<file path="config.mk">
export PLATFORM = sky130hd
export DESIGN_NAME = lcd_wr_seq
export DESIGN_NICKNAME = d
export VERILOG_FILES = /design/src/rtl/lcd_wr_pkg.sv /design/src/rtl/lcd_wr_phase_cnt.sv /design/src/rtl/lcd_wr_ctrl.sv /design/src/rtl/lcd_wr_pins.sv /design/src/rtl/lcd_wr_seq.sv
export SDC_FILE = /design/constraint.sdc
export NUM_CORES = 1
export LEC_CHECK = 0
export BUFFER_PORTS_ARGS = -buffer_cell sky130_fd_sc_hd__buf_2
export CORE_MARGIN = 10
export CORE_UTILIZATION = 54
export CTS_CLUSTER_DIAMETER = 150
export DETAILED_ROUTE_END_ITERATION = 12
export HOLD_SLACK_MARGIN = 0.03
export PLACE_DENSITY = 0.84
export SLEW_MARGIN = 20
export SYNTH_ARGS = -nofsm -noshare
export SYNTH_HDL_FRONTEND = slang
export SYNTH_HIERARCHICAL = 1
export SYNTH_SLANG_ARGS = --single-unit
</file>
<file path="constraint.sdc">
create_clock -name clk -period 5.95 [get_ports clk]
set_clock_uncertainty 0.05 [all_clocks]
set_input_delay 0.8925 -clock clk [delete_from_list [all_inputs] [get_ports clk]]
set_output_delay 0.8925 -clock clk [all_outputs]
set_load 0.01 [all_outputs]
</file>
<file path="src/rtl/lcd_wr_pkg.sv">
package lcd_wr_pkg;

  typedef enum logic [2:0] {
    PH_IDLE = 3'd0,
    PH_ADDR = 3'd1,
    PH_CSSU = 3'd2,
    PH_WACT = 3'd3,
    PH_HOLD = 3'd4
  } wr_phase_e;

  function automatic logic ph_cs_low(input wr_phase_e p);
    return (p == PH_CSSU) || (p == PH_WACT) || (p == PH_HOLD);
  endfunction

  function automatic logic ph_bus_driven(input wr_phase_e p);
    return (p == PH_WACT) || (p == PH_HOLD);
  endfunction

endpackage

</file>
<file path="src/rtl/lcd_wr_phase_cnt.sv">
module lcd_wr_phase_cnt #(
  parameter int CNT_W = 4
) (
  input  logic             clk,
  input  logic             rst,
  input  logic             load_i,
  input  logic [CNT_W-1:0] load_val_i,
  output logic             zero_o
);

  logic [CNT_W-1:0] cnt_q;

  always_ff @(posedge clk) begin
    if (rst) begin
      cnt_q <= '0;
    end else if (load_i) begin
      cnt_q <= load_val_i;
    end else if (cnt_q != '0) begin
      cnt_q <= cnt_q - 1'b1;
    end
  end

  assign zero_o = (cnt_q == '0);

  // a loaded value N yields N further cycles before zero
  a_r11_cnt_load: assert property (@(posedge clk) disable iff (rst)
    load_i |=> (cnt_q == $past(load_val_i)));

  a_r11_cnt_step: assert property (@(posedge clk) disable iff (rst)
    (!load_i && !zero_o) |=> (cnt_q == $past(cnt_q) - 1'b1));

endmodule

</file>
<file path="src/rtl/lcd_wr_ctrl.sv">
module lcd_wr_ctrl
  import lcd_wr_pkg::*;
#(
  parameter int T_W           = 4,
  parameter int DEF_WR_SETUP  = 0,
  parameter int DEF_WR_ACTIVE = 1,
  parameter int DEF_WR_HOLD   = 0
) (
  input  logic           clk,
  input  logic           rst,
  input  logic           start_i,
  input  logic [T_W-1:0] cs_setup_i,
  input  logic [T_W-1:0] wr_setup_i,
  input  logic [T_W-1:0] wr_active_i,
  input  logic [T_W-1:0] wr_hold_i,
  input  logic           cnt_zero_i,
  output wr_phase_e      phase_o,
  output wr_phase_e      phase_nxt_o,
  output logic           accept_o,
  output logic           cnt_load_o,
  output logic [T_W-1:0] cnt_val_o
);

  localparam logic [T_W-1:0] RST_WS = T_W'(DEF_WR_SETUP);
  localparam logic [T_W-1:0] RST_WA = T_W'(DEF_WR_ACTIVE);
  localparam logic [T_W-1:0] RST_WH = T_W'(DEF_WR_HOLD);

  wr_phase_e      phase_q;
  wr_phase_e      phase_d;
  logic [T_W-1:0] t_ws_q, t_wa_q, t_wh_q;
  logic           accept;

  assign accept = start_i && (phase_q == PH_IDLE);

  always_comb begin
    phase_d = phase_q;
    unique case (phase_q)
      PH_IDLE: if (accept)     phase_d = PH_ADDR;
      PH_ADDR: if (cnt_zero_i) phase_d = PH_CSSU;
      PH_CSSU: if (cnt_zero_i) phase_d = PH_WACT;
      PH_WACT: if (cnt_zero_i) phase_d = PH_HOLD;
      PH_HOLD: if (cnt_zero_i) phase_d = PH_IDLE;
      default:                 phase_d = PH_IDLE;
    endcase
  end

  always_comb begin
    unique case (phase_d)
      PH_CSSU: cnt_val_o = t_ws_q;
      PH_WACT: cnt_val_o = t_wa_q;
      PH_HOLD: cnt_val_o = t_wh_q;
      default: cnt_val_o = cs_setup_i;
    endcase
  end

  assign cnt_load_o = accept ||
                      ((phase_q != PH_IDLE) && (phase_q != PH_HOLD) && cnt_zero_i);

  always_ff @(posedge clk) begin
    if (rst) begin
      phase_q <= PH_IDLE;
      t_ws_q  <= RST_WS;
      t_wa_q  <= RST_WA;
      t_wh_q  <= RST_WH;
    end else begin
      phase_q <= phase_d;
      if (accept) begin
        t_ws_q <= wr_setup_i;
        t_wa_q <= wr_active_i;
        t_wh_q <= wr_hold_i;
      end
    end
  end

  assign phase_o     = phase_q;
  assign phase_nxt_o = phase_d;
  assign accept_o    = accept;

  // a transfer always opens with the address phase
  a_r2_addr_first: assert property (@(posedge clk) disable iff (rst)
    (phase_q == PH_IDLE && start_i) |=> (phase_q == PH_ADDR));

  // held phase lengths do not move while a transfer runs
  a_r10_len_held: assert property (@(posedge clk) disable iff (rst)
    (phase_q != PH_IDLE) |=> ($stable(t_ws_q) && $stable(t_wa_q) && $stable(t_wh_q)));

endmodule

</file>
<file path="src/rtl/lcd_wr_pins.sv">
module lcd_wr_pins
  import lcd_wr_pkg::*;
#(
  parameter int ADDR_W = 1,
  parameter int DATA_W = 16
) (
  input  logic              clk,
  input  logic              rst,
  input  logic              accept_i,
  input  logic [ADDR_W-1:0] addr_i,
  input  logic [DATA_W-1:0] data_i,
  input  wr_phase_e         phase_i,
  input  wr_phase_e         phase_nxt_i,
  output logic [ADDR_W-1:0] addr_o,
  output logic              cs_n_o,
  output logic              we_n_o,
  output logic [DATA_W-1:0] data_o,
  output logic              data_oe_o,
  output logic              busy_o,
  output logic              done_o
);

  always_ff @(posedge clk) begin
    if (rst) begin
      addr_o    <= '0;
      data_o    <= '0;
      cs_n_o    <= 1'b1;
      we_n_o    <= 1'b1;
      data_oe_o <= 1'b0;
      busy_o    <= 1'b0;
      done_o    <= 1'b0;
    end else begin
      if (accept_i) begin
        addr_o <= addr_i;
        data_o <= data_i;
      end
      cs_n_o    <= !ph_cs_low(phase_nxt_i);
      we_n_o    <= (phase_nxt_i != PH_WACT);
      data_oe_o <= ph_bus_driven(phase_nxt_i);
      busy_o    <= (phase_nxt_i != PH_IDLE);
      done_o    <= (phase_i != PH_IDLE) && (phase_nxt_i == PH_IDLE);
    end
  end

  // write strobe only inside chip select
  a_r5_we_in_cs: assert property (@(posedge clk) disable iff (rst)
    !we_n_o |-> !cs_n_o);

  // data driven as soon as write enable falls, and held steady
  a_r6_oe_at_we: assert property (@(posedge clk) disable iff (rst)
    $fell(we_n_o) |-> data_oe_o);

  a_r6_data_steady: assert property (@(posedge clk) disable iff (rst)
    (data_oe_o && $past(data_oe_o)) |-> $stable(data_o));

  // done is a single pulse at chip-select release
  a_r7_done_single: assert property (@(posedge clk) disable iff (rst)
    done_o |=> !done_o);

  a_r7_done_release: assert property (@(posedge clk) disable iff (rst)
    done_o |-> (cs_n_o && !busy_o && $past(busy_o) && $rose(cs_n_o)));

  // address held through the transfer
  a_r9_addr_hold: assert property (@(posedge clk) disable iff (rst)
    (busy_o && $past(busy_o)) |-> $stable(addr_o));

endmodule

</file>
<file path="src/rtl/lcd_wr_seq.sv">
module lcd_wr_seq
  import lcd_wr_pkg::*;
#(
  parameter int ADDR_W        = 1,
  parameter int DATA_W        = 16,
  parameter int T_W           = 4,
  parameter int DEF_WR_SETUP  = 0,
  parameter int DEF_WR_ACTIVE = 1,
  parameter int DEF_WR_HOLD   = 0
) (
  input  logic              clk,
  input  logic              rst,
  input  logic              start_i,
  input  logic [ADDR_W-1:0] addr_i,
  input  logic [DATA_W-1:0] data_i,
  input  logic [T_W-1:0]    cs_setup_i,
  input  logic [T_W-1:0]    wr_setup_i,
  input  logic [T_W-1:0]    wr_active_i,
  input  logic [T_W-1:0]    wr_hold_i,
  output logic [ADDR_W-1:0] lcd_addr_o,
  output logic              lcd_cs_n_o,
  output logic              lcd_we_n_o,
  output logic [DATA_W-1:0] lcd_data_o,
  output logic              lcd_data_oe_o,
  output logic              busy_o,
  output logic              done_o
);

  wr_phase_e      phase;
  wr_phase_e      phase_nxt;
  logic           accept;
  logic           cnt_load;
  logic [T_W-1:0] cnt_val;
  logic           cnt_zero;

  lcd_wr_ctrl #(
    .T_W           (T_W),
    .DEF_WR_SETUP  (DEF_WR_SETUP),
    .DEF_WR_ACTIVE (DEF_WR_ACTIVE),
    .DEF_WR_HOLD   (DEF_WR_HOLD)
  ) u_ctrl (
    .clk         (clk),
    .rst         (rst),
    .start_i     (start_i),
    .cs_setup_i  (cs_setup_i),
    .wr_setup_i  (wr_setup_i),
    .wr_active_i (wr_active_i),
    .wr_hold_i   (wr_hold_i),
    .cnt_zero_i  (cnt_zero),
    .phase_o     (phase),
    .phase_nxt_o (phase_nxt),
    .accept_o    (accept),
    .cnt_load_o  (cnt_load),
    .cnt_val_o   (cnt_val)
  );

  lcd_wr_phase_cnt #(
    .CNT_W (T_W)
  ) u_cnt (
    .clk        (clk),
    .rst        (rst),
    .load_i     (cnt_load),
    .load_val_i (cnt_val),
    .zero_o     (cnt_zero)
  );

  lcd_wr_pins #(
    .ADDR_W (ADDR_W),
    .DATA_W (DATA_W)
  ) u_pins (
    .clk         (clk),
    .rst         (rst),
    .accept_i    (accept),
    .addr_i      (addr_i),
    .data_i      (data_i),
    .phase_i     (phase),
    .phase_nxt_i (phase_nxt),
    .addr_o      (lcd_addr_o),
    .cs_n_o      (lcd_cs_n_o),
    .we_n_o      (lcd_we_n_o),
    .data_o      (lcd_data_o),
    .data_oe_o   (lcd_data_oe_o),
    .busy_o      (busy_o),
    .done_o      (done_o)
  );

  // a start while busy never restarts the address phase
  a_r8_busy_ignores: assert property (@(posedge clk) disable iff (rst)
    (busy_o && !done_o && phase != PH_IDLE && start_i) |=> (phase != PH_ADDR || $past(phase) == PH_ADDR));

endmodule

</file>
==> flow_summary.yaml, run 1 <==
setup_path:
  path_buf_inv: 1
  crit_type: "flop to flop"
  reg2reg_from: "u_cnt/cnt_q[0]$_SDFFE_PP0P_"
  reg2regPathDepth: 9
  cp_max_fo: 14
  cp.arrival_ps: 2610
  reg2reg_slack_ps: 3570
  slowest_delay_ps: 540
  critical_path_required_ps: 6180
  crit_family: "simple AND/OR/NAND/NOR gates"
  r2r-end: "u_cnt/cnt_q[0]$_SDFFE_PP0P_"
  cp_cell_sequence: "inv_1 > ha_1 > nor3b_4 > nand2_1 > o22ai_1 > a32oi_1 > o221ai_1 > nand2_1 > o22ai_1"
  critPathSlowestCell: "nor3b_4"
  end_kind: "flop"
  critical_path.startpoint_type: "flop"
finish:
  antennaDiodeCount: 0
  final_common_cell: "buf_2"
  final_core_util_pct: 68.20
  drive_gt1_share_pct: 30.40
  nNetsFinal: 286
  area_growth_pct: 18.57
  final_cell_mix: "57 x buf_2, 41 x dfxtp_1, 32 x nand2_1"
sta:
  period_needed_ps: 2377
  setup_slack_ps: 3573
  hold_viol_final: 0
  slew_headroom_pct: 55.44
  setup_violations: 0
  clock.fmax_mhz: 420.7
  rsz0062_at_grt: "no"
  tns_ps: 0
  min_period_over_period_pct: 39.95
  worstMarginPinSlew_ps: 668.5
  slew_violations: 0
routing:
  drc: 0
  postRouteAntennaNets: 0
  wire_per_inst_um: 13.17
  route.vias.total: 1516
  via_per_inst: 5.156
  dr.pass1.iters: 4
  drt_wl_total_mm: 3.872
  drtIter0Drc: 83
floorplanning:
  io_pins: 58
  die_area_sq_um: 6040
  die_w_um: 77.72
  die_h_um: 77.72
  initial_utilization_pct: 57.52
  fp.coreArea_sq_um: 3128
  rows: 20
clock_tree:
  cts_made_buffers: 5
  cts_tree: "yes"
  clk_latency_ps: 350
  cts_root_buffer: "clkbuf_4"
  clock-sinks: 41
  cts_hold_buf: 0
  cts_setup_buffers: 0
  clkTransAtPathRegs_ps: 110
  clock_path_buffers: 2
  cts-resized-gates: 0
  cts_max_level: 2
worst_hold_path:
  hp-class: "flop to flop"
  hp-start: "u_ctrl/t_wh_q[0]$_SDFFE_PP0P_"
  hold_end: "u_ctrl/t_wh_q[0]$_SDFFE_PP0P_"
  worstHoldPathCells: 2
yosys:
  avgSynthCellArea_sq_um: 9.180
  ys_ff_latch: 41
  synth_area_sq_um: 1799
  synth_ff_type: "dfxtp_1"
  ys_types: 41
  synth-seq-area-share_pct: 45.62
  yosysWarnings: 6
  ys_async_sr_fraction_pct: 0
  synth_edf_count: 0
  synth_nets: 233
  syn_inst: 196
placement:
  dp_hpwl_mm: 2.839
  post-place-ws_ps: 3033
  gp_congestion: 0.8672
  portBuffers: 57
power_and_ir_drop:
  power_density_nw_per_um2: 427.9
  p_leak_nw: 0.9693
  peakVddDrop_mv: 0.3423
flow_run:
  drv_cap: 0
global_routing:
  track_usage_pct: 12.72
  grt_pass1_vias: 1484
  grt_max_degree: 43
  grt_pass1_wl_mm: 6.410
  antenna_found_initial: 0
  grt-ovfl-total: 0
status:
  status: "completed"
kinds of logic after synthesis:
| family | Yosys count | share of synthesized area, % |
|---|---|---|
| AOI/OAI and AO/OA | 30 | 11.20 |
| DFF | 41 | 45.62 |
| muxes | 20 | 11.27 |
| adders and majority gates | 1 | 0.6953 |
| xor gates and xnor gates | 4 | 1.948 |
| and+or+nand+nor | 83 | 22.74 |
| buffers and inverters | 17 | 6.537 |
power breakdown:
| group | internal (mW) | total, mW | leakage (nW) | switching, mW |
|---|---|---|---|---|
| logic | 0.159 | 0.350 | 0.588 | 0.191 |
| registers | 0.331 | 0.376 | 0.337 | 0.0447 |
| clock network | 0.0998 | 0.187 | 0.0445 | 0.0874 |
stage by stage:
| step | instances | hold WS, ps | total power [mW] | area, sq um |
|---|---|---|---|---|
| detailed placement | 286 | 400.0 | 0.7343 | 2044 |
| floorplan | 196 | 380.5 | 0.6776 | 1799 |
| global placement | 286 | 397.1 | 0.7257 | 2044 |
| global route | 294 | 435.5 | 0.9812 | 2133 |
| finish | 294 | 418.7 | 0.9129 | 2133 |
| CTS | 294 | 415.8 | 0.9258 | 2133 |
final cells by class:
| type | instances | area (sq um) |
|---|---|---|
| clock buffer | 6 | 51.30 |
| clock inverter | 2 | 37.54 |
| fill | 271 | 994.7 |
| inverter | 6 | 22.52 |
| multi-input combinational | 138 | 860.8 |
| sequential | 41 | 820.8 |
| tap | 44 | 55.05 |
| timing repair buffer | 57 | 285.3 |
worst register-to-register path, stage by stage (launching register included):
cell and delay (ps):
dfxtp_1 330, inv_1 80, ha_1 190, nor3b_4 540, nand2_1 230, o22ai_1 330
a32oi_1 90, o221ai_1 230, nand2_1 90, o22ai_1 150
Yosys cell counts, types with 2 or more instances:
master | count | area share [%]
nand2_1 | 32 | 6.7
or2b_1 | 2 | 0.83
clkbuf_1 | 2 | 0.42
dfxtp_1 | 41 | 46
nor3b_1 | 2 | 0.83
o22ai_1 | 3 | 1.0
o221ai_1 | 2 | 0.97
inv_1 | 6 | 1.3
mux2i_1 | 18 | 10
a32oi_1 | 2 | 0.97
buf_6 | 4 | 2.5
a21oi_1 | 14 | 3.9
nor3_1 | 6 | 1.7
nand3_1 | 3 | 0.83
buf_2 | 3 | 0.83
xnor2_1 | 2 | 0.97
nor2b_1 | 4 | 1.4
xor2_1 | 2 | 0.97
nor2_1 | 24 | 5.0
or2_2 | 2 | 0.70
mux2_2 | 2 | 1.3
layer usage:
metal	track usage [%]	share of wire, %	vias to the layer above
met1	13.76	43	688
met4	4.380	1.4	0
met2	21.81	49	50
met3	5.300	7.1	4
met5	0	0	-
li1	-	-	774
state kept, by name, indices dropped and copies added, names as in the netlist:
signal,cells
u_pins/we_n_o,1
u_ctrl/t_ws_q,4
u_ctrl/t_wh_q,4
u_ctrl/phase_o,3
u_pins/data_o,16
u_pins/data_oe_o,1
u_pins/addr_o,1
u_ctrl/t_wa_q,4
u_pins/done_o,1
u_cnt/cnt_q,4
u_pins/cs_n_o,1
u_pins/busy_o,1
worst max-delay path by stage:
stage	cells past startpoint	slack (ps)	from	to
final	9	3570	u_cnt/cnt_q[0]$_SDFFE_PP0P_	u_cnt/cnt_q[0]$_SDFFE_PP0P_
after global routing	9	3360	u_cnt/cnt_q[0]$_SDFFE_PP0P_	u_cnt/cnt_q[0]$_SDFFE_PP0P_
after CTS	5	3300	u_ctrl/phase_o[1]$_SDFF_PP0_	u_ctrl/t_ws_q[2]$_SDFFE_PP0P_
after detailed placement	5	3030	start_i	u_pins/data_o[8]$_SDFFE_PP0P_
after global placement	5	3090	start_i	u_pins/data_o[2]$_SDFFE_PP0P_
after floorplan	5	3960	start_i	u_cnt/cnt_q[3]$_SDFFE_PP0P_
(Power assumes the default switching activity.)
==> run 2, diff against run 1 <==
- CORE_UTILIZATION: 54 -> 45
- PLACE_DENSITY: 0.84 -> 0.75
- clock period: 5.95 -> 2.1 ns (I/O delays scaled with it)
==> flow_summary.yaml, run 2 (synthesis gave the netlist of run 1 again) <==
sta:
  setup_violations: 2
  period_needed_ps: 2148
  slew_headroom_pct: 59.23
  worstMarginPinSlew_ps: 610.7
  tns_ps: -60.43
  rsz0062_at_grt: "yes"
  hold_viol_final: 0
  slew_violations: 0
  min_period_over_period_pct: 102.3
  hold_slack_ps: 184.2
  clock.fmax_mhz: 465.5
  setup_slack_ps: -48.42
routing:
  via_per_inst: 5.026
  route.vias.total: 1563
  drc: 0
  dr.pass1.iters: 4
  postRouteAntennaNets: 0
  wire_per_inst_um: 14.81
  drtIter0Drc: 96
  drt_wl_total_mm: 4.605
status:
  violations: "negative setup slack"
  status: "complete, but fails checks"
setup_path:
  critical_path.startpoint_type: "flop"
  reg2reg_from: "u_cnt/cnt_q[0]$_SDFFE_PP0P_"
  r2r-end: "u_cnt/cnt_q[3]$_SDFFE_PP0P_"
  crit_type: "flop to flop"
  reg2reg_slack_ps: -50
  critical_path_required_ps: 2200
  reg2regPathDepth: 9
  end_kind: "flop"
  cp_max_fo: 7
  cp.arrival_ps: 2250
floorplanning:
  die_h_um: 83.23
  fp.coreArea_sq_um: 3771
  rows: 22
  die_area_sq_um: 6927
  io_pins: 58
  die_w_um: 83.23
  initial_utilization_pct: 47.71
power_and_ir_drop:
  power_density_nw_per_um2: 1323
  peakVddDrop_mv: 0.6688
  p_leak_nw: 1.082
global_routing:
  grt_max_degree: 30
  track_usage_pct: 12.02
  antenna_found_initial: 0
  grt_pass1_wl_mm: 7.093
  grt_pass1_vias: 1501
  grt-ovfl-total: 0
placement:
  gp_congestion: 0.8911
  dp_hpwl_mm: 3.169
  dp_cells: 298
  portBuffers: 57
finish:
  antennaDiodeCount: 0
  largest_reg_flops: 16
  area_growth_pct: 33.38
  drive_gt1_share_pct: 39.92
  final_common_cell: "buf_2"
  nNetsFinal: 299
  final_cell_mix: "57 x buf_2, 39 x dfxtp_1, 30 x nand2_1"
  regMostFlops: "u_pins/data_o"
  final_cell_count_no_fill: 311
worst_hold_path:
  hp-class: "primary input to flop"
  hp-start: "wr_active_i[0]"
  hold_end: "u_ctrl/t_wa_q[0]$_SDFFE_PP1P_"
  worstHoldPathCells: 3
clock_tree:
  cts_hold_buf: 0
  clock-sinks: 41
  cts_made_buffers: 5
  clkTransAtPathRegs_ps: 80
  clk_latency_ps: 290
  clock_path_buffers: 2
  cts_max_level: 2
  cts_tree: "yes"
  cts_root_buffer: "clkbuf_8"
flow_run:
  drv_cap: 0
[run 2: layout make-up]
type	count	area, sq um
clock buffers	5	68.82
clock inverters	3	65.06
fillers	316	1371
inverters	6	22.52
multi-input cells	138	957.2
flip-flops and latches	41	823.3
well taps	48	60.06
repair buffers	70	402.9
[run 2: power by group]
group / leakage (nW) / switching [mW] / total [mW] / internal (mW)
Clock: 0.0681 / 0.262 / 0.734 / 0.472
Combinational: 0.676 / 0.684 / 1.35 / 0.664
Sequential: 0.338 / 0.151 / 1.09 / 0.942
Total: 1.08 / 1.10 / 3.18 / 2.08
[run 2: how the worst max path moves through the flow]
stage                           startpoint                          end  cells past startpoint
3_3_place_gp   u_cnt/cnt_q[0]$_SDFFE_PP0P_  u_pins/data_oe_o$_SDFF_PP0_                      7
5_1_grt        u_cnt/cnt_q[0]$_SDFFE_PP0P_  u_cnt/cnt_q[1]$_SDFFE_PP0P_                     11
3_5_place_dp   u_cnt/cnt_q[0]$_SDFFE_PP0P_  u_pins/data_oe_o$_SDFF_PP0_                      9
6_report       u_cnt/cnt_q[0]$_SDFFE_PP0P_  u_cnt/cnt_q[3]$_SDFFE_PP0P_                      9
4_1_cts        u_cnt/cnt_q[0]$_SDFFE_PP0P_  u_cnt/cnt_q[2]$_SDFFE_PP0P_                      9
2_1_floorplan  u_cnt/cnt_q[0]$_SDFFE_PP0P_  u_cnt/cnt_q[2]$_SDFFE_PP0P_                     10
[run 2: worst max-delay path, stage by stage (launching register included)]
cell	delay, ps
dfxtp_2	340
inv_2	90
ha_4	150
nor3b_4	360
buf_6	170
nor4b_4	50
o21bai_4	250
a221o_1	370
nand2_1	100
o32ai_2	80
[run 2: timing repair]
item | 4_1_cts | 5_1_grt
resized for setup | 5 | 19
setup buffers | 2 | 5
pin swaps | 2 | 7
setup endpoints to repair | 5 | 9
[run 2: metal layers]
| layer | wire, um | share of wire, % | up-vias | track usage (%) |
|---|---|---|---|---|
| li1 | - | - | 793 | - |
| met1 | 1926 | 42 | 706 | 13.71 |
| met2 | 2314 | 50 | 55 | 20.11 |
| met3 | 268 | 5.8 | 9 | 3.418 |
| met4 | 95 | 2.1 | 0 | 5.538 |
| met5 | 0 | 0 | - | 0 |
[run 2: through the flow]
step	utilization [%]	setup WS [ps]	power [mW]	instance area [sq um]
after global routing	63.64	-142.3	3.362	2400
final	63.64	-48.42	3.175	2400
after floorplan	-	162.0	1.920	1799
after detailed placement	56.27	-9.220	2.210	2122
after global placement	56.27	-14.23	2.193	2122
after CTS	60.92	-5.141	3.001	2297
